===== config.mk =====
export PLATFORM = sky130hd
export DESIGN_NAME = sio_sync_port
export DESIGN_NICKNAME = d
export VERILOG_FILES = /design/src/rtl/sio_pkg.sv /design/src/rtl/sio_baud_gen.sv /design/src/rtl/sio_edge_sync.sv /design/src/rtl/sio_shifter.sv /design/src/rtl/sio_sync_port.sv
export SDC_FILE = /design/constraint.sdc
export NUM_CORES = 1
export LEC_CHECK = 0
export BUFFER_PORTS_ARGS = -buffer_cell sky130_fd_sc_hd__buf_2
export CORE_UTILIZATION = 50
export DETAILED_ROUTE_END_ITERATION = 16
export PLACE_DENSITY = 0.69
export SETUP_SLACK_MARGIN = 0.05
export SYNTH_ARGS = -nofsm -noshare
export SYNTH_HDL_FRONTEND = slang
export SYNTH_SLANG_ARGS = --single-unit

===== constraint.sdc =====
create_clock -name clk -period 5.6 [get_ports clk]
set_input_delay 1.12 -clock clk [delete_from_list [all_inputs] [get_ports clk]]
set_output_delay 1.12 -clock clk [all_outputs]
set_load 0.02 [all_outputs]

===== src/rtl/sio_pkg.sv =====
// Package: register addresses, control and status bit positions shared by
// the serial port RTL. Assumes a 2-bit register address space.
package sio_pkg;
    localparam logic [1:0] ADDR_DATA   = 2'd0;
    localparam logic [1:0] ADDR_STAT   = 2'd1;
    localparam logic [1:0] ADDR_CTRL   = 2'd2;
    localparam logic [1:0] ADDR_RELOAD = 2'd3;

    localparam int CTRL_EXT     = 0;
    localparam int CTRL_PRE4    = 1;
    localparam int CTRL_TI_LATE = 2;
    localparam int CTRL_BITS    = 3;

    typedef struct packed {
        logic overrun;
        logic rx_full;
        logic shift_idle;
        logic tx_empty;
    } sio_flags_t;
endpackage


===== src/rtl/sio_baud_gen.sv =====
// Module: internal shift-clock generator. An optional prescaler divides the
// system clock by PRESCALE, then a reloadable down-counter divides by (n+1).
// Every terminal count toggles the clock level, so one phase lasts
// (n+1)*P cycles. Assumes PRESCALE >= 2. While not active the level is
// parked high and both counters restart, so every transfer begins with a
// full first phase.
module sio_baud_gen #(
    parameter int RELOAD_W = 8,
    parameter int PRESCALE = 4
) (
    input  logic                clk,
    input  logic                rst_n,
    input  logic                active,
    input  logic                pre_en,
    input  logic [RELOAD_W-1:0] reload,
    output logic                fall_tick,
    output logic                rise_tick,
    output logic                sclk_lvl
);
    localparam int PRE_W = $clog2(PRESCALE);
    localparam logic [PRE_W-1:0] PRE_LAST = PRE_W'(PRESCALE - 1);

    logic [PRE_W-1:0]    pre_cnt;
    logic [RELOAD_W-1:0] div_cnt;
    logic                lvl;
    logic                pre_tick;
    logic                tick;

    // Purpose: mark the prescaler output and the divider terminal count.
    always_comb begin
        pre_tick = !pre_en || (pre_cnt == PRE_LAST);
        tick     = active && pre_tick && (div_cnt == '0);
    end

    // Purpose: run both counters and toggle the clock level on each terminal count.
    always_ff @(posedge clk) begin
        if (!rst_n || !active) begin
            pre_cnt <= '0;
            div_cnt <= reload;
            lvl     <= 1'b1;
        end else begin
            if (!pre_en || pre_tick) pre_cnt <= '0;
            else                     pre_cnt <= pre_cnt + 1'b1;
            if (pre_tick) begin
                if (div_cnt == '0) div_cnt <= reload;
                else               div_cnt <= div_cnt - 1'b1;
            end
            if (tick) lvl <= !lvl;
        end
    end

    assign fall_tick = tick && lvl;
    assign rise_tick = tick && !lvl;
    assign sclk_lvl  = lvl;
endmodule


===== src/rtl/sio_edge_sync.sv =====
// Module: brings the external shift clock into the system clock domain
// through a chain of STAGES flops and reports each rising and falling edge
// as a one-cycle event. Assumes the external clock phases are longer than
// STAGES+1 system cycles. The line is taken to idle high.
module sio_edge_sync #(
    parameter int STAGES = 2
) (
    input  logic clk,
    input  logic rst_n,
    input  logic pin,
    output logic rise_evt,
    output logic fall_evt
);
    logic [STAGES-1:0] chain;
    logic              prev;

    for (genvar gi = 0; gi < STAGES; gi++) begin : g_stage
        // Purpose: one synchroniser stage.
        always_ff @(posedge clk) begin
            if (!rst_n)       chain[gi] <= 1'b1;
            else if (gi == 0) chain[gi] <= pin;
            else              chain[gi] <= chain[(gi == 0) ? 0 : gi - 1];
        end
    end

    // Purpose: keep the previous synchronised level for edge detection.
    always_ff @(posedge clk) begin
        if (!rst_n) prev <= 1'b1;
        else        prev <= chain[STAGES-1];
    end

    assign rise_evt = chain[STAGES-1] && !prev;
    assign fall_evt = !chain[STAGES-1] && prev;
endmodule


===== src/rtl/sio_shifter.sv =====
// Module: the shared transmit/receive shift engine. It loads a pending
// holding byte when idle, drives the output bit on each falling event and
// samples the input on each rising event, LSB first. When the last bit is
// sampled it either reloads straight away (a byte is pending) or goes idle.
// Assumes rise and fall events never coincide.
module sio_shifter #(
    parameter int DATA_W = 8
) (
    input  logic              clk,
    input  logic              rst_n,
    input  logic              pending,
    input  logic [DATA_W-1:0] tx_word,
    input  logic              fall_evt,
    input  logic              rise_evt,
    input  logic              sdi,
    output logic              sdo,
    output logic              busy,
    output logic              take,
    output logic              done,
    output logic [DATA_W-1:0] rx_word
);
    localparam int CNT_W = $clog2(DATA_W);
    localparam logic [CNT_W-1:0] LAST_BIT = CNT_W'(DATA_W - 1);

    logic [DATA_W-1:0] tx_sh;
    logic [DATA_W-1:0] rx_sh;
    logic [CNT_W-1:0]  bit_cnt;
    logic              last;

    // Purpose: decode completion and holding-register hand-over.
    always_comb begin
        last    = (bit_cnt == LAST_BIT);
        done    = busy && rise_evt && last;
        take    = pending && (!busy || done);
        rx_word = {sdi, rx_sh[DATA_W-1:1]};
    end

    // Purpose: shift state; load, output on fall, sample on rise.
    always_ff @(posedge clk) begin
        if (!rst_n) begin
            busy    <= 1'b0;
            tx_sh   <= '0;
            rx_sh   <= '0;
            bit_cnt <= '0;
            sdo     <= 1'b1;
        end else if (!busy) begin
            if (pending) begin
                busy    <= 1'b1;
                tx_sh   <= tx_word;
                bit_cnt <= '0;
            end
        end else if (fall_evt) begin
            sdo   <= tx_sh[0];
            tx_sh <= tx_sh >> 1;
        end else if (rise_evt) begin
            rx_sh   <= rx_word;
            bit_cnt <= bit_cnt + 1'b1;
            if (last) begin
                if (pending) tx_sh <= tx_word;
                else         busy  <= 1'b0;
            end
        end
    end
endmodule


===== src/rtl/sio_sync_port.sv =====
// Module: top of the clock-synchronous serial port. It holds the register
// file, the status flags and the interrupt pulses, and it chooses between
// the internal generator and the synchronised external clock. Assumes
// RELOAD_W <= DATA_W and that sdi is stable around rising clock events.
module sio_sync_port
    import sio_pkg::*;
#(
    parameter int DATA_W      = 8,
    parameter int RELOAD_W    = 8,
    parameter int PRESCALE    = 4,
    parameter int SYNC_STAGES = 2
) (
    input  logic              clk,
    input  logic              rst_n,
    input  logic [1:0]        reg_addr,
    input  logic              reg_wr,
    input  logic              reg_rd,
    input  logic [DATA_W-1:0] reg_wdata,
    output logic [DATA_W-1:0] reg_rdata,
    input  logic              sclk_in,
    output logic              sclk_out,
    input  logic              sdi,
    output logic              sdo,
    output logic              tx_irq,
    output logic              rx_irq
);
    logic [CTRL_BITS-1:0] ctrl_q;
    logic [RELOAD_W-1:0]  reload_q;
    logic [DATA_W-1:0]    txbuf_q;
    logic [DATA_W-1:0]    rxbuf_q;
    logic                 flag_tbe;
    logic                 flag_rbf;
    logic                 flag_oe;
    logic                 stat_seen;
    logic                 wr_data, rd_data, rd_stat;
    logic                 sel_ext, sel_pre4, sel_ti_late;
    logic                 int_fall, int_rise, int_lvl;
    logic                 ext_fall, ext_rise;
    logic                 fall_evt, rise_evt;
    logic                 shift_busy, shift_idle;
    logic                 take, done;
    logic [DATA_W-1:0]    rx_word;
    sio_flags_t           flags;

    // Purpose: decode accesses and control fields.
    always_comb begin
        wr_data     = reg_wr && (reg_addr == ADDR_DATA);
        rd_data     = reg_rd && (reg_addr == ADDR_DATA);
        rd_stat     = reg_rd && (reg_addr == ADDR_STAT);
        sel_ext     = ctrl_q[CTRL_EXT];
        sel_pre4    = ctrl_q[CTRL_PRE4];
        sel_ti_late = ctrl_q[CTRL_TI_LATE];
        shift_idle  = !shift_busy;
    end

    sio_baud_gen #(
        .RELOAD_W (RELOAD_W),
        .PRESCALE (PRESCALE)
    ) baud_i (
        .clk       (clk),
        .rst_n     (rst_n),
        .active    (shift_busy && !sel_ext),
        .pre_en    (sel_pre4),
        .reload    (reload_q),
        .fall_tick (int_fall),
        .rise_tick (int_rise),
        .sclk_lvl  (int_lvl)
    );

    sio_edge_sync #(
        .STAGES (SYNC_STAGES)
    ) ext_sync_i (
        .clk      (clk),
        .rst_n    (rst_n),
        .pin      (sclk_in),
        .rise_evt (ext_rise),
        .fall_evt (ext_fall)
    );

    // Purpose: pick the active source of shift events.
    always_comb begin
        fall_evt = sel_ext ? ext_fall : int_fall;
        rise_evt = sel_ext ? ext_rise : int_rise;
    end

    sio_shifter #(
        .DATA_W (DATA_W)
    ) shift_i (
        .clk      (clk),
        .rst_n    (rst_n),
        .pending  (!flag_tbe),
        .tx_word  (txbuf_q),
        .fall_evt (fall_evt),
        .rise_evt (rise_evt),
        .sdi      (sdi),
        .sdo      (sdo),
        .busy     (shift_busy),
        .take     (take),
        .done     (done),
        .rx_word  (rx_word)
    );

    // Purpose: configuration registers and the transmit holding register.
    always_ff @(posedge clk) begin
        if (!rst_n) begin
            ctrl_q   <= '0;
            reload_q <= '0;
            txbuf_q  <= '0;
        end else if (reg_wr) begin
            case (reg_addr)
                ADDR_DATA:   txbuf_q  <= reg_wdata;
                ADDR_CTRL:   ctrl_q   <= reg_wdata[CTRL_BITS-1:0];
                ADDR_RELOAD: reload_q <= reg_wdata[RELOAD_W-1:0];
                default:     ;
            endcase
        end
    end

    // Purpose: transmit-empty flag; a write fills the holding register, a take empties it.
    always_ff @(posedge clk) begin
        if (!rst_n)       flag_tbe <= 1'b1;
        else if (wr_data) flag_tbe <= 1'b0;
        else if (take)    flag_tbe <= 1'b1;
    end

    // Purpose: receive byte, receive-full flag and overrun flag.
    always_ff @(posedge clk) begin
        if (!rst_n) begin
            rxbuf_q  <= '0;
            flag_rbf <= 1'b0;
            flag_oe  <= 1'b0;
        end else begin
            if (done)         rxbuf_q  <= rx_word;
            if (done)         flag_rbf <= 1'b1;
            else if (rd_data) flag_rbf <= 1'b0;
            if (done && flag_rbf && !rd_data) flag_oe <= 1'b1;
            else if (rd_data && stat_seen)    flag_oe <= 1'b0;
        end
    end

    // Purpose: remember a status read so that a following data read clears overrun.
    always_ff @(posedge clk) begin
        if (!rst_n)       stat_seen <= 1'b0;
        else if (rd_stat) stat_seen <= 1'b1;
        else if (rd_data) stat_seen <= 1'b0;
    end

    // Purpose: one-cycle interrupt pulses, aligned with the rise of the flags they follow.
    always_ff @(posedge clk) begin
        if (!rst_n) begin
            tx_irq <= 1'b0;
            rx_irq <= 1'b0;
        end else begin
            tx_irq <= sel_ti_late ? (done && flag_tbe) : (take && !wr_data);
            rx_irq <= done && (!flag_rbf || rd_data);
        end
    end

    // Purpose: read data multiplexer.
    always_comb begin
        flags.overrun    = flag_oe;
        flags.rx_full    = flag_rbf;
        flags.shift_idle = shift_idle;
        flags.tx_empty   = flag_tbe;
        case (reg_addr)
            ADDR_DATA:   reg_rdata = rxbuf_q;
            ADDR_STAT:   reg_rdata = DATA_W'(flags);
            ADDR_CTRL:   reg_rdata = DATA_W'(ctrl_q);
            default:     reg_rdata = DATA_W'(reload_q);
        endcase
    end

    assign sclk_out = sel_ext ? 1'b1 : int_lvl;
endmodule


# Word-level counts from Yosys, hierarchy flattened
# Index checks and enable logic that the tools add are counted.
[word_totals] word_cells=115 reg_bits=68 output_inout_bits=12
[op_classes] n_eq_ne=10 bitwise_logic=1 reduce_logical=51 mux=29 addsub=3
[op_table] op="$mux W8" count=8
[op_table] op="$pmux W8 S3" count=1
[op_table] op="$logic_and A1 B1 Y1" count=19
[op_table] op="$mux W1" count=16
[op_table] op="$logic_not A1 Y1" count=12
[op_table] op="$mux W3" count=4
[op_table] op="$reduce_and A2 Y1" count=5
[op_table] op="$reduce_bool A2 Y1" count=5
[op_table] op="$logic_not A8 Y1" count=1
[op_table] op="$sub A8 B1 Y8 const B" count=1
[op_table] op="$eq A2 B2 Y1 const B" count=3
[op_table] op="$reduce_and A3 Y1" count=2
[op_table] op="$logic_or A1 B1 Y1" count=5
[op_table] op="$ne A2 B1 Y1 const B" count=2
[op_table] op="$add A3 B1 Y3 const B" count=1
[op_table] op="$eq A3 B3 Y1 const B" count=1
[op_table] op="$ne A3 B2 Y1 const B" count=1
[op_table] op="$ne A3 B3 Y1 const B" count=1
[op_table] op="$add A2 B1 Y2 const B" count=1
[op_table] op="$eq A2 B1 Y1 const B" count=1
[op_table] op="$logic_not A2 Y1" count=1
[op_table] op="$ne A2 B2 Y1 const B" count=1
[op_table] op="$reduce_or A2 Y1" count=1
[op_table] op="$not A1 Y1" count=1

# Logic depth before layout (Yosys ltp)
# Gate-level depths: netlist of run 1.
[logic_depth] word_depth=12 depth_mapped=9 mapped_depth_nobuf=7

# By module
# From an unflattened synthesis of run 1, not the netlist that was laid out.
[unflattened] cells_unflattened=323 area_unflattened_um2=3052.9
[modules_own_cells] mod="sio_sync_port" n_inst=1 area_per_inst_um2=1408.9 cells_each=143 seq_area_each_um2=660.6
[modules_own_cells] mod="sio_shifter" n_inst=1 area_per_inst_um2=945.9 cells_each=111 seq_area_each_um2=400.4
[modules_own_cells] mod="sio_baud_gen" n_inst=1 area_per_inst_um2=606.8 cells_each=61 seq_area_each_um2=300.3
[modules_own_cells] mod="sio_edge_sync" n_inst=1 area_per_inst_um2=91.3 cells_each=8 seq_area_each_um2=60.1

# Worst setup path before layout of run 1
# OpenSTA, ideal clock, no wires.
[synth_path] kind="input to output" from="in reg_addr[1]" to="out reg_rdata[0]" path_slack_ps=2477 arrival_time_ps=2003 cell_stages=2 n_path_buf=1 path_cell_list="clkbuf_1 > mux4_2"
[synth_between] elab_chain_cells=2 word_cells_on_any_way=4
[synth_rtl] element="start: declaration" line_no="sio_sync_port.sv:15" source="input logic [1:0] reg_addr,"
[synth_rtl] element="$eq A2 B2 Y1, or another cell as far along" line_no="sio_sync_port.sv:165" source="case (reg_addr)"
[synth_rtl] element="$pmux W8 S3 (*)" line_no="sio_sync_port.sv:165"
[synth_rtl] element="end: declaration" line_no="sio_sync_port.sv:19" source="output logic [DATA_W-1:0] reg_rdata,"
# Every way passes the cells marked *; elsewhere a longest branch is shown, timed or not.

# Worst setup path in the final report of run 1
[layout_path] from="in reg_addr[0]" to="out reg_rdata[3]"
# Same word-level chain as after synthesis.

==> results by group, run 1 <==
Global routing
  – Aggregate global-route resource usage: 21.69%
  – Initial antenna violation count: 0
  – Vias in the first global route: 2023
  – Largest net degree at the start of global routing: 35
  – GRT overflow: 0
  – First-pass GRT wire length: 10.07 mm

Critical path
  – Crit-path max FO: 9
  – CP Launch Type: input pin
  – Worst r2r src: baud_i.div_cnt[0]$_DFFE_PP_
  – Worst path arrival time: ~2.2 ns
  – Crit path kind: in -> out
  – Kind of end point of the critical path: output pin
  – Req. time, crit path: 4.48 ns
  – Critical path launch point: reg_addr[0]

Die
  – IO Count: 28
  – Initial Util: between 50 and 60%
  – # rows: 27
  – Die Height: 78.79 um
  – Die Area: 6207 um^2
  – Die Wd: 78.79 um
  – Core area: 5608 um^2

Yosys
  – Async set or reset register ratio after synthesis: 0%
  – Synth cell types: 45
  – Top-count cell post-synth: dfxtp_1
  – Ys flop type: dfxtp_1
  – Synth top cells by count: dfxtp_1, nor2_1, nand2_1
  – Synth top area share: 40.07%
  – Synth Register Bits: 67
  – Top cells by area, synth: dfxtp_1, mux2i_1, edfxtp_1
  – Post-synth EDFFs: 8
  – Mapped Area: 2948 um^2
  – Post-Syn Area per Cell: 9.665 um^2
  – Register area share after synthesis: 48.22%
  – Area leader, netlist: dfxtp_1
  – YS warnings: 0
  – Mapped Cells: 305
  – Synthesized Nets: around 330

Route
  – Post-DRT Antenna Nets: 0
  – Detailed-router iteration count before antenna repair: 4
  – Routed WL per cell: between 15 and 20 um
  – Vias: 2236
  – Detailed-route wire length: 6.225 mm
  – DRC violations left: 0
  – Vias per inst: 5.548
  – Initial DRC Count: 118

Outcome
  – Status: finished, final reports clean

Place
  – Placement Setup Slack: 2.034 ns
  – Global placer's final weighted congestion: 0.7801
  – Placed inst area: around 3100 um^2
  – Port bufs: 27
  – DP HPWL: approximately 4.5 mm

STA
  – RSZ-0062 raised after global routing: no
  – Fin Setup TNS: 0 ns
  – Final hold vios: 0
  – Tcrit/Tclk final: roughly three fifths
  – Clk_skew: roughly 0.0071 ns
  – Pins over their slew limit: 0
  – Minimum clock period: approximately 3.3 ns
  – Setup Viol. Count Final: 0
  – Final hold slack: 0.4291 ns
  – Worst-Margin Slew: roughly 0.9 ns
  – Final setup margin: 2.306 ns
  – Maximum clock frequency: a little over 300 MHz
  – Headroom to the max-slew limit: slightly below 40%

Final layout
  – Syn-to-layout area delta: 12.61%
  – Diodes inserted: 0
  – Share of cells above drive strength 1: 18.73%
  – Filler instances: between 500 and 600
  – Final #Nets: roughly 350
  – Final Cell Area: 3319 um^2

Clock network
  – Clk Latency, worst-skew pair: roughly 0.34 ns
  – CTS Sinks: 67
  – Buffer depth of the longest clock path: 2
  – CTS-repair resized insts: 0
  – Clock Pin Slew Worst Setup and Hold Paths: 0.07 ns
  – Hold-fix buffers at CTS: 0
  – Setup bufs post-CTS: 0
  – Inserted Clock Buffers: 9
  – CTS root buf: clkbuf_8
  – CTS tree: done
  – H-Tree Depth: 3

Min path
  – Hold path start: ext_sync_i.chain[0]$_SDFF_PN1_
  – Hold crit path type: reg -> reg

Flow run
  – Max Cap Viol: 0

Power and ir drop
  – PwrDens: 316.0 nW/um^2
  – Static leakage: roughly 1.4 nW
  – Power after layout: around 1.0 mW
  – Maximum vdd drop: around 270 uV
worst paths after layout:
path	endpoint	slack, ns	cells past startpoint
max	reg_rdata[3]	2.31	4
max reg2reg	rxbuf_q[1]$_SDFFE_PN0P_	2.88	7
min	ext_sync_i.chain[1]$_SDFF_PN1_	0.43	1
min reg2reg	ext_sync_i.chain[1]$_SDFF_PN1_	0.43	1
per-layer routing:
metal	track usage (%)	vias to the layer above	part of all wire, %
met3	7.471	11	4.4
met5	0	-	0
li1	-	1114	-
met4	7.222	0	1.7
met1	28.65	1063	47
met2	32.96	48	47
cell type report:
cell class	instances	area, um^2	share of cell area [%]
multi-input combinational	214	1408	42.40
tap	72	90.09	2.714
sequential	67	1421	42.82
clock inverter	6	86.33	2.601
inverter	6	22.52	0.6785
clock buffer	10	148.9	4.485
timing repair buffer	28	142.6	4.297
metrics by stage:
stage | utilization, % | instances
final | 59.19 | 403
after global routing | 59.19 | 403
after CTS | 59.19 | 403
after detailed placement | 55.00 | 387
after global placement | 55.00 | 387
after floorplan | - | 305
worst max-delay path, stage by stage:
cell and delay [ns]:
buf_2 0.15, nor2_1 0.46, a22o_1 0.26, buf_2 0.17
state kept, by name, indices dropped and copies added (netlist names), 2 cells and up:
| signal | count |
|---|---|
| baud_i.div_cnt | 8 |
| reload_q | 8 |
| rxbuf_q | 8 |
| shift_i.tx_sh | 8 |
| txbuf_q | 8 |
| shift_i.rx_sh | 7 |
| ctrl_q | 3 |
| shift_i.bit_cnt | 3 |
| baud_i.pre_cnt | 2 |
| ext_sync_i.chain | 2 |
power breakdown:
part / internal, mW / leakage, nW / switching [mW]
Clock: 0.277 / 0.117 / 0.184
Sequential: 0.495 / 0.575 / 0.00997
Combinational: 0.0341 / 0.662 / 0.0486
Total: 0.806 / 1.35 / 0.243
cell usage in the layout (no fill, tap or decap), types with 3 or more instances in the layout:
cell type,Yosys,layout
nor2b_1,3,3
nand3_1,9,9
o2bb2ai_1,7,7
o21ai_0,11,11
and3_1,3,3
buf_2,1,27
clkbuf_8,0,9
mux2i_1,28,28
mux4_2,3,3
dfxtp_1,59,59
edfxtp_1,8,8
nand2b_1,3,3
xnor2_1,4,4
inv_1,5,5
xor2_1,3,3
nand4_1,3,3
nor3_1,4,4
nand2_1,37,37
mux2_2,8,8
ha_1,4,4
a22o_1,6,6
nor2_1,38,38
a21oi_1,18,18
cells by family (layout without fill, tap and decap cells):
| group | count (synthesis) | count (layout) | synth area share (%) |
|---|---|---|---|
| mux | 39 | 39 | 14.86 |
| fa+ha+maj | 4 | 4 | 1.698 |
| xor+xnor | 7 | 7 | 2.080 |
| buf+inv | 24 | 50 | 4.032 |
| compound gates | 51 | 51 | 11.55 |
| flops | 67 | 67 | 48.22 |
| simple gates | 113 | 113 | 17.57 |
Note: power is estimated with default switching activity, not from simulation.
==> run 2: changes to the inputs <==
- clock period: 5.6 -> 3.3 ns (I/O delays scaled with it)
==> run 2 against run 1 <==
Against the previous run: clock power up 67%; power rose by 68%; critical path type is now reg -> reg; wire length decreased by 1.5%; non-clock buffer count up 1; utilization down 0.089 points; via count is 1.2% lower; die area unchanged; critical endpoint is now shift_i.tx_sh[7]$_SDFFE_PN0P_.
==> results by group, run 2 (synthesis results as in run 1) <==
Critical path
  – Slowest stage cell, crit path: a32o_1 (was nor2_1)
  – Kind of end point of the critical path: register (was output pin)
  – Reg2reg setup slack: 0.69 ns (was 2.88 ns)
  – Slowest cell delay on critical path: 0.57 ns (was 0.46 ns)
  – Critical path's most frequent cell: a32o_1 (was buf_2)
  – Buf/Inv on CP: 1 (was 2)
  – Crit-path max FO: 9 (unchanged)
  – Crit path max-delay family: compound AO/OA/AOI/OAI gates (was simple AND/OR/NAND/NOR gates)
  – Req. time, crit path: 3.54 ns (was 4.48 ns)
  – Worst path cell trace: inv_1 > ha_1 > or3b_2 > nor2_1 > a32o_1 > o22ai_1 > a32o_1 (was buf_2 > nor2_1 > a22o_1 > buf_2)
  – Crit path kind: reg -> reg (was in -> out)
  – Worst path arrival time: 2.84 ns (was 2.17 ns)
  – CP Launch Type: register (was input pin)

Route
  – Vias per inst: 5.468 (was 5.548)
  – Detailed-router iteration count before antenna repair: 4 (unchanged)
  – Routed WL per cell: 15.18 um (was 15.45 um)
  – Detailed-route wire length: 6.131 mm (was 6.225 mm)
  – Vias: 2209 (was 2236)
  – DRC violations left: 0 (unchanged)
  – Post-DRT Antenna Nets: 0 (unchanged)
  – Initial DRC Count: 171 (was 118)

STA
  – Headroom to the max-slew limit: 45.77% (was 39.51%)
  – Worst-Margin Slew: 0.8072 ns (was 0.9017 ns)
  – Fin Setup TNS: 0 ns (unchanged)
  – Maximum clock frequency: 383.4 MHz
  – Tcrit/Tclk final: 79.03%
  – Pins over their slew limit: 0 (unchanged)
  – Final hold vios: 0 (unchanged)
  – Minimum clock period: 2.608 ns
  – Clk_skew: 0.009485 ns (was 0.007076 ns)
  – RSZ-0062 raised after global routing: no (unchanged)
  – Setup Viol. Count Final: 0 (unchanged)

Place
  – Global placer's final weighted congestion: 0.7896 (was 0.7801)
  – DP HPWL: 4.411 mm (was 4.496 mm)
  – # placed instances: 388 (was 387)
  – Port bufs: 27 (unchanged)

Die
  – Die Height: 78.79 um (unchanged)
  – Die Area: 6207 um^2 (unchanged)
  – Initial Util: 52.57% (unchanged)
  – Die Wd: 78.79 um (unchanged)
  – # rows: 27 (unchanged)
  – IO Count: 28 (unchanged)
  – Core area: 5608 um^2 (unchanged)

Power and ir drop
  – Maximum vdd drop: 275.3 uV (was 270.6 uV)
  – Power after layout: 1.767 mW (was 1.049 mW)
  – Static leakage: 1.348 nW (was 1.354 nW)
  – PwrDens: 533.1 nW/um^2 (was 316.0 nW/um^2)

Outcome
  – Status: finished, final reports clean (unchanged)

Global routing
  – GRT met2 Usage: 33.74% (was 32.96%)
  – Initial antenna violation count: 0 (unchanged)
  – GRT overflow: 0 (unchanged)
  – GRT busiest layer: met2 (unchanged)
  – Aggregate global-route resource usage: 21.57% (was 21.69%)
  – Vias in the first global route: 2031 (was 2023)
  – GR Util met1: 28.10% (was 28.65%)
  – Largest net degree at the start of global routing: 34 (was 35)
  – First-pass GRT wire length: 10.09 mm (was 10.07 mm)
  – Met3 Resource Use GR: 6.782% (was 7.471%)

Final layout
  – Commonest non-fill, non-tap cell in the layout: dfxtp_1 (unchanged)
  – Share of cells above drive strength 1: 18.98% (was 18.73%)
  – Most frequent cells in the layout: dfxtp_1, nor2_1, nand2_1, mux2i_1, buf_2 (unchanged)
  – FF+latch area: 1421 um^2 (unchanged)
  – Filler instances: 503 (was 526)
  – Finished Layout Cells: 404 (was 403)
  – Syn-to-layout area delta: 12.44% (was 12.61%)
  – Final #Nets: 347 (was 346)
  – Area of the multi-input gates: 1408 um^2 (unchanged)
  – Diodes inserted: 0 (unchanged)

Clock network
  – Clock Pin Slew Worst Setup and Hold Paths: 0.07 ns (about the same)
  – H-Tree Depth: 3 (unchanged)
  – CTS tree: done (unchanged)
  – CTS Sinks: 67 (unchanged)
  – Hold-fix buffers at CTS: 0 (unchanged)
  – Inserted Clock Buffers: 9 (unchanged)
  – Clk Latency, worst-skew pair: 0.35 ns (was 0.34 ns)
  – Setup bufs post-CTS: 0 (unchanged)
  – CTS root buf: clkbuf_8 (unchanged)
  – Buffer depth of the longest clock path: 2 (unchanged)
  – CTS-repair resized insts: 0 (unchanged)

Min path
  – Hold crit path type: reg -> reg (unchanged)

Flow run
  – Max Cap Viol: 0 (unchanged)
-- run 2: power by group --
| group | leakage, nW | internal, mW | switching [mW] |
|---|---|---|---|
| Combinational | 0.666 | 0.0587 | 0.0818 |
| Sequential | 0.575 | 0.840 | 0.0167 |
| Clock | 0.107 | 0.431 | 0.339 |
-- run 2: final cells by class --
cell class / instances / area share (%)
clock buffers: 9 / 3.737
multi-input cells: 214 / 42.47
inverters: 6 / 0.6795
flip-flops and latches: 67 / 42.88
well taps: 72 / 2.718
clock inverters: 7 / 2.982
repair buffers: 29 / 4.530
-- run 2: final timing paths --
kind                                  startpoint  cells past startpoint                              to
hold reg to reg   ext_sync_i.chain[0]$_SDFF_PN1_                      1  ext_sync_i.chain[1]$_SDFF_PN1_
hold / removal    ext_sync_i.chain[0]$_SDFF_PN1_                      1  ext_sync_i.chain[1]$_SDFF_PN1_
setup / recovery     baud_i.div_cnt[0]$_DFFE_PP_                      7   shift_i.tx_sh[7]$_SDFFE_PN0P_
setup reg to reg     baud_i.div_cnt[0]$_DFFE_PP_                      7   shift_i.tx_sh[7]$_SDFFE_PN0P_
-- run 2: worst register-to-register path, stage by stage, from the launching register on --
cell and delay [ns]:
edfxtp_1 0.43, inv_1 0.08, ha_1 0.22, or3b_2 0.50, nor2_1 0.24, a32o_1 0.57
o22ai_1 0.17, a32o_1 0.28
-- run 2: metal layers --
layer | share of wire, % | vias up
li1 | - | 1117
met1 | 46 | 1029
met2 | 48 | 58
met3 | 5.4 | 5
met4 | 0.85 | 0
met5 | 0 | -
-- run 2: per-stage QoR --
step / cell area (um^2) / setup slack [ns] / hold WS, ns / utilization (%)
CTS: 3314 / 0.6814 / 0.4465 / 59.10
detailed placement: 3092 / 0.6896 / 0.4216 / 55.13
global route: 3314 / 0.4772 / 0.4545 / 59.10
floorplan: 2948 / 1.062 / 0.3863 / -
finish: 3314 / 0.6921 / 0.4335 / 59.10
global placement: 3092 / 0.7670 / 0.4075 / 55.13
==> run 3: changes to the inputs <==
- PLACE_DENSITY: 0.69 -> 0.72
- clock period: 3.3 -> 2.3 ns (I/O delays scaled with it)
==> run 3 against run 2 <==
Against the previous run: worst hold slack lost 0.13 ns; global-route usage increased by 1.4 points; critical path depth shrank 1; combinational power up 64%; largest cell class is now multi-input gates; highest routed layer unchanged.
==> results by group, run 3 (synthesis results as in run 1) <==
Outcome
  – Status: finished, final reports clean (unchanged)

Critical path
  – Kind of end point of the critical path: register (unchanged)
  – Reg2reg setup slack: 0.13 ns (was 0.69 ns)
  – R2r endpoint: rxbuf_q[3]$_SDFFE_PN0P_ (was shift_i.tx_sh[7]$_SDFFE_PN0P_)
  – Worst r2r path cells: 6 (was 7)
  – Crit path kind: reg -> reg (unchanged)
  – Worst path cell trace: or4_4 > o41ai_4 > and3_4 > buf_6 > mux2i_1 > nor2_1 (was inv_1 > ha_1 > or3b_2 > nor2_1 > a32o_1 > o22ai_1 > a32o_1)
  – Buf/Inv on CP: 1 (unchanged)
  – Slowest stage cell, crit path: or4_4 (was a32o_1)
  – Slowest cell delay on critical path: 0.60 ns (was 0.57 ns)
  – Worst r2r src: baud_i.div_cnt[2]$_DFFE_PP_ (was baud_i.div_cnt[0]$_DFFE_PP_)
  – Critical path launch point: baud_i.div_cnt[2]$_DFFE_PP_ (was baud_i.div_cnt[0]$_DFFE_PP_)
  – Req. time, crit path: 2.52 ns (was 3.54 ns)
  – Worst path arrival time: 2.39 ns (was 2.84 ns)
  – Crit path max-delay family: simple AND/OR/NAND/NOR gates (was compound AO/OA/AOI/OAI gates)
  – Crit-path max FO: 6 (was 9)
  – CP Launch Type: register (unchanged)

Clock network
  – CTS Sinks: 67 (unchanged)
  – Inserted Clock Buffers: 9 (unchanged)
  – CTS tree: done (unchanged)
  – Clk Latency, worst-skew pair: 0.34 ns (was 0.35 ns)
  – Hold-fix buffers at CTS: 0 (unchanged)
  – Clock Pin Slew Worst Setup and Hold Paths: 0.07 ns (about the same)
  – H-Tree Depth: 3 (unchanged)
  – CTS root buf: clkbuf_8 (unchanged)
  – Buffer depth of the longest clock path: 2 (unchanged)

Power and ir drop
  – Static leakage: 1.447 nW (was 1.348 nW)
  – Maximum vdd drop: 558.1 uV (was 275.3 uV)
  – PwrDens: 780.9 nW/um^2 (was 533.1 nW/um^2)

STA
  – Headroom to the max-slew limit: 66.64% (was 45.77%)
  – RSZ-0062 raised after global routing: yes (was no)
  – Maximum clock frequency: 460.4 MHz (was 383.4 MHz)
  – Tcrit/Tclk final: 94.43% (was 79.03%)
  – Fin Setup TNS: 0 ns (unchanged)
  – Pins over their slew limit: 0 (unchanged)
  – Final hold vios: 0 (unchanged)
  – Worst-Margin Slew: 0.4970 ns (was 0.8072 ns)
  – Setup Viol. Count Final: 0 (unchanged)
  – Final setup margin: 0.1280 ns (was 0.6921 ns)
  – Minimum clock period: 2.172 ns (was 2.608 ns)
  – Clk_skew: 0.01009 ns (was 0.009485 ns)

Die
  – IO Count: 28 (unchanged)
  – Initial Util: 52.57% (unchanged)
  – Die Height: 78.79 um (unchanged)
  – # rows: 27 (unchanged)
  – Die Wd: 78.79 um (unchanged)
  – Die Area: 6207 um^2 (unchanged)
  – Core area: 5608 um^2 (unchanged)

Global routing
  – Aggregate global-route resource usage: 23.00% (was 21.57%)
  – GRT overflow: 0 (unchanged)
  – First-pass GRT wire length: 10.71 mm (was 10.09 mm)
  – Largest net degree at the start of global routing: 34 (unchanged)
  – Vias in the first global route: 2227 (was 2031)
  – Initial antenna violation count: 0 (unchanged)

Place
  – Placed inst area: 3194 um^2 (was 3092 um^2)
  – Global placer's final weighted congestion: 0.9184 (was 0.7896)
  – DP HPWL: 4.658 mm (was 4.411 mm)
  – Placement Setup Slack: 0.04410 ns (was 0.6896 ns)
  – Port bufs: 27 (unchanged)

Final layout
  – Fin util: 62.63% (was 59.10%)
  – FF+latch area: 1421 um^2 (unchanged)
  – Final #Nets: 361 (was 347)
  – Area of the multi-input gates: 1434 um^2 (was 1408 um^2)
  – Share of cells above drive strength 1: 23.12% (was 18.98%)
  – Diodes inserted: 0 (unchanged)
  – Filler instances: 514 (was 503)
  – Final Cell Area: 3512 um^2 (was 3314 um^2)
  – Most frequent cells in the layout: dfxtp_1, nor2_1, nand2_1, mux2i_1, buf_2 (unchanged)
  – Syn-to-layout area delta: 19.14% (was 12.44%)
  – Commonest non-fill, non-tap cell in the layout: dfxtp_1 (unchanged)

Min path
  – Hold crit path type: in -> reg (was reg -> reg)
  – Worst hold path depth: 2 (was 1)
  – Hold Path End: ext_sync_i.chain[0]$_SDFF_PN1_ (was ext_sync_i.chain[1]$_SDFF_PN1_)
  – Hold path start: sclk_in (was ext_sync_i.chain[0]$_SDFF_PN1_)

Route
  – Vias per inst: 5.467 (was 5.468)
  – Detailed-router iteration count before antenna repair: 4 (unchanged)
  – Routed WL per cell: 15.79 um (was 15.18 um)
  – Detailed-route wire length: 6.602 mm (was 6.131 mm)
  – Vias: 2285 (was 2209)
  – DRC violations left: 0 (unchanged)
  – Post-DRT Antenna Nets: 0 (unchanged)
  – Initial DRC Count: 82 (was 171)

Flow run
  – Max Cap Viol: 0 (unchanged)
-- run 3: worst max path at each step --
stage / cells past startpoint / slack [ns] / end
final: 6 / 0.13 / rxbuf_q[3]$_SDFFE_PN0P_
after global routing: 6 / 0.02 / rxbuf_q[3]$_SDFFE_PN0P_
after CTS: 8 / 0.04 / shift_i.tx_sh[4]$_SDFFE_PN0P_
after detailed placement: 8 / 0.04 / rxbuf_q[3]$_SDFFE_PN0P_
after global placement: 8 / 0.1 / rxbuf_q[6]$_SDFFE_PN0P_
after floorplan: 9 / 0.06 / rxbuf_q[1]$_SDFFE_PN0P_
-- run 3: stage by stage --
| stage | hold slack [ns] | power, mW | instances |
|---|---|---|---|
| after floorplan | 0.3863 | 1.399 | 305 |
| after CTS | 0.3014 | 2.744 | 417 |
| after global placement | 0.3981 | 1.464 | 400 |
| final | 0.3068 | 2.743 | 418 |
| after detailed placement | 0.4248 | 1.468 | 400 |
| after global routing | 0.3085 | 2.834 | 418 |
-- run 3: routing by layer --
metal  vias up  wire [um]  GRT usage, %
met3        10        271         6.322
met1      1084       3084         28.69
met2        47       3121         37.39
li1       1144          -             -
met4         0        125         9.444
met5         -          0             0
-- run 3: layout make-up --
type,instances,area share (%)
clock buffers,11,4.631
clock inverters,5,3.028
flip-flops and latches,67,40.47
multi-input cells,214,40.83
repair buffers,43,7.838
well taps,72,2.565
inverters,6,0.6413
-- run 3: power breakdown --
group / internal [mW] / switching [mW]
Sequential: 1.21 / 0.0207
Clock: 0.818 / 0.469
Combinational: 0.0993 / 0.130
Total: 2.12 / 0.620
-- run 3: repair_timing --
item	in CTS	in global routing
setup endpoints to repair	15	23
endpoints found under the hold margin	0	0
pin swaps	0	3
buffers inserted	1	1
gates resized for setup	0	7
cloned	0	0
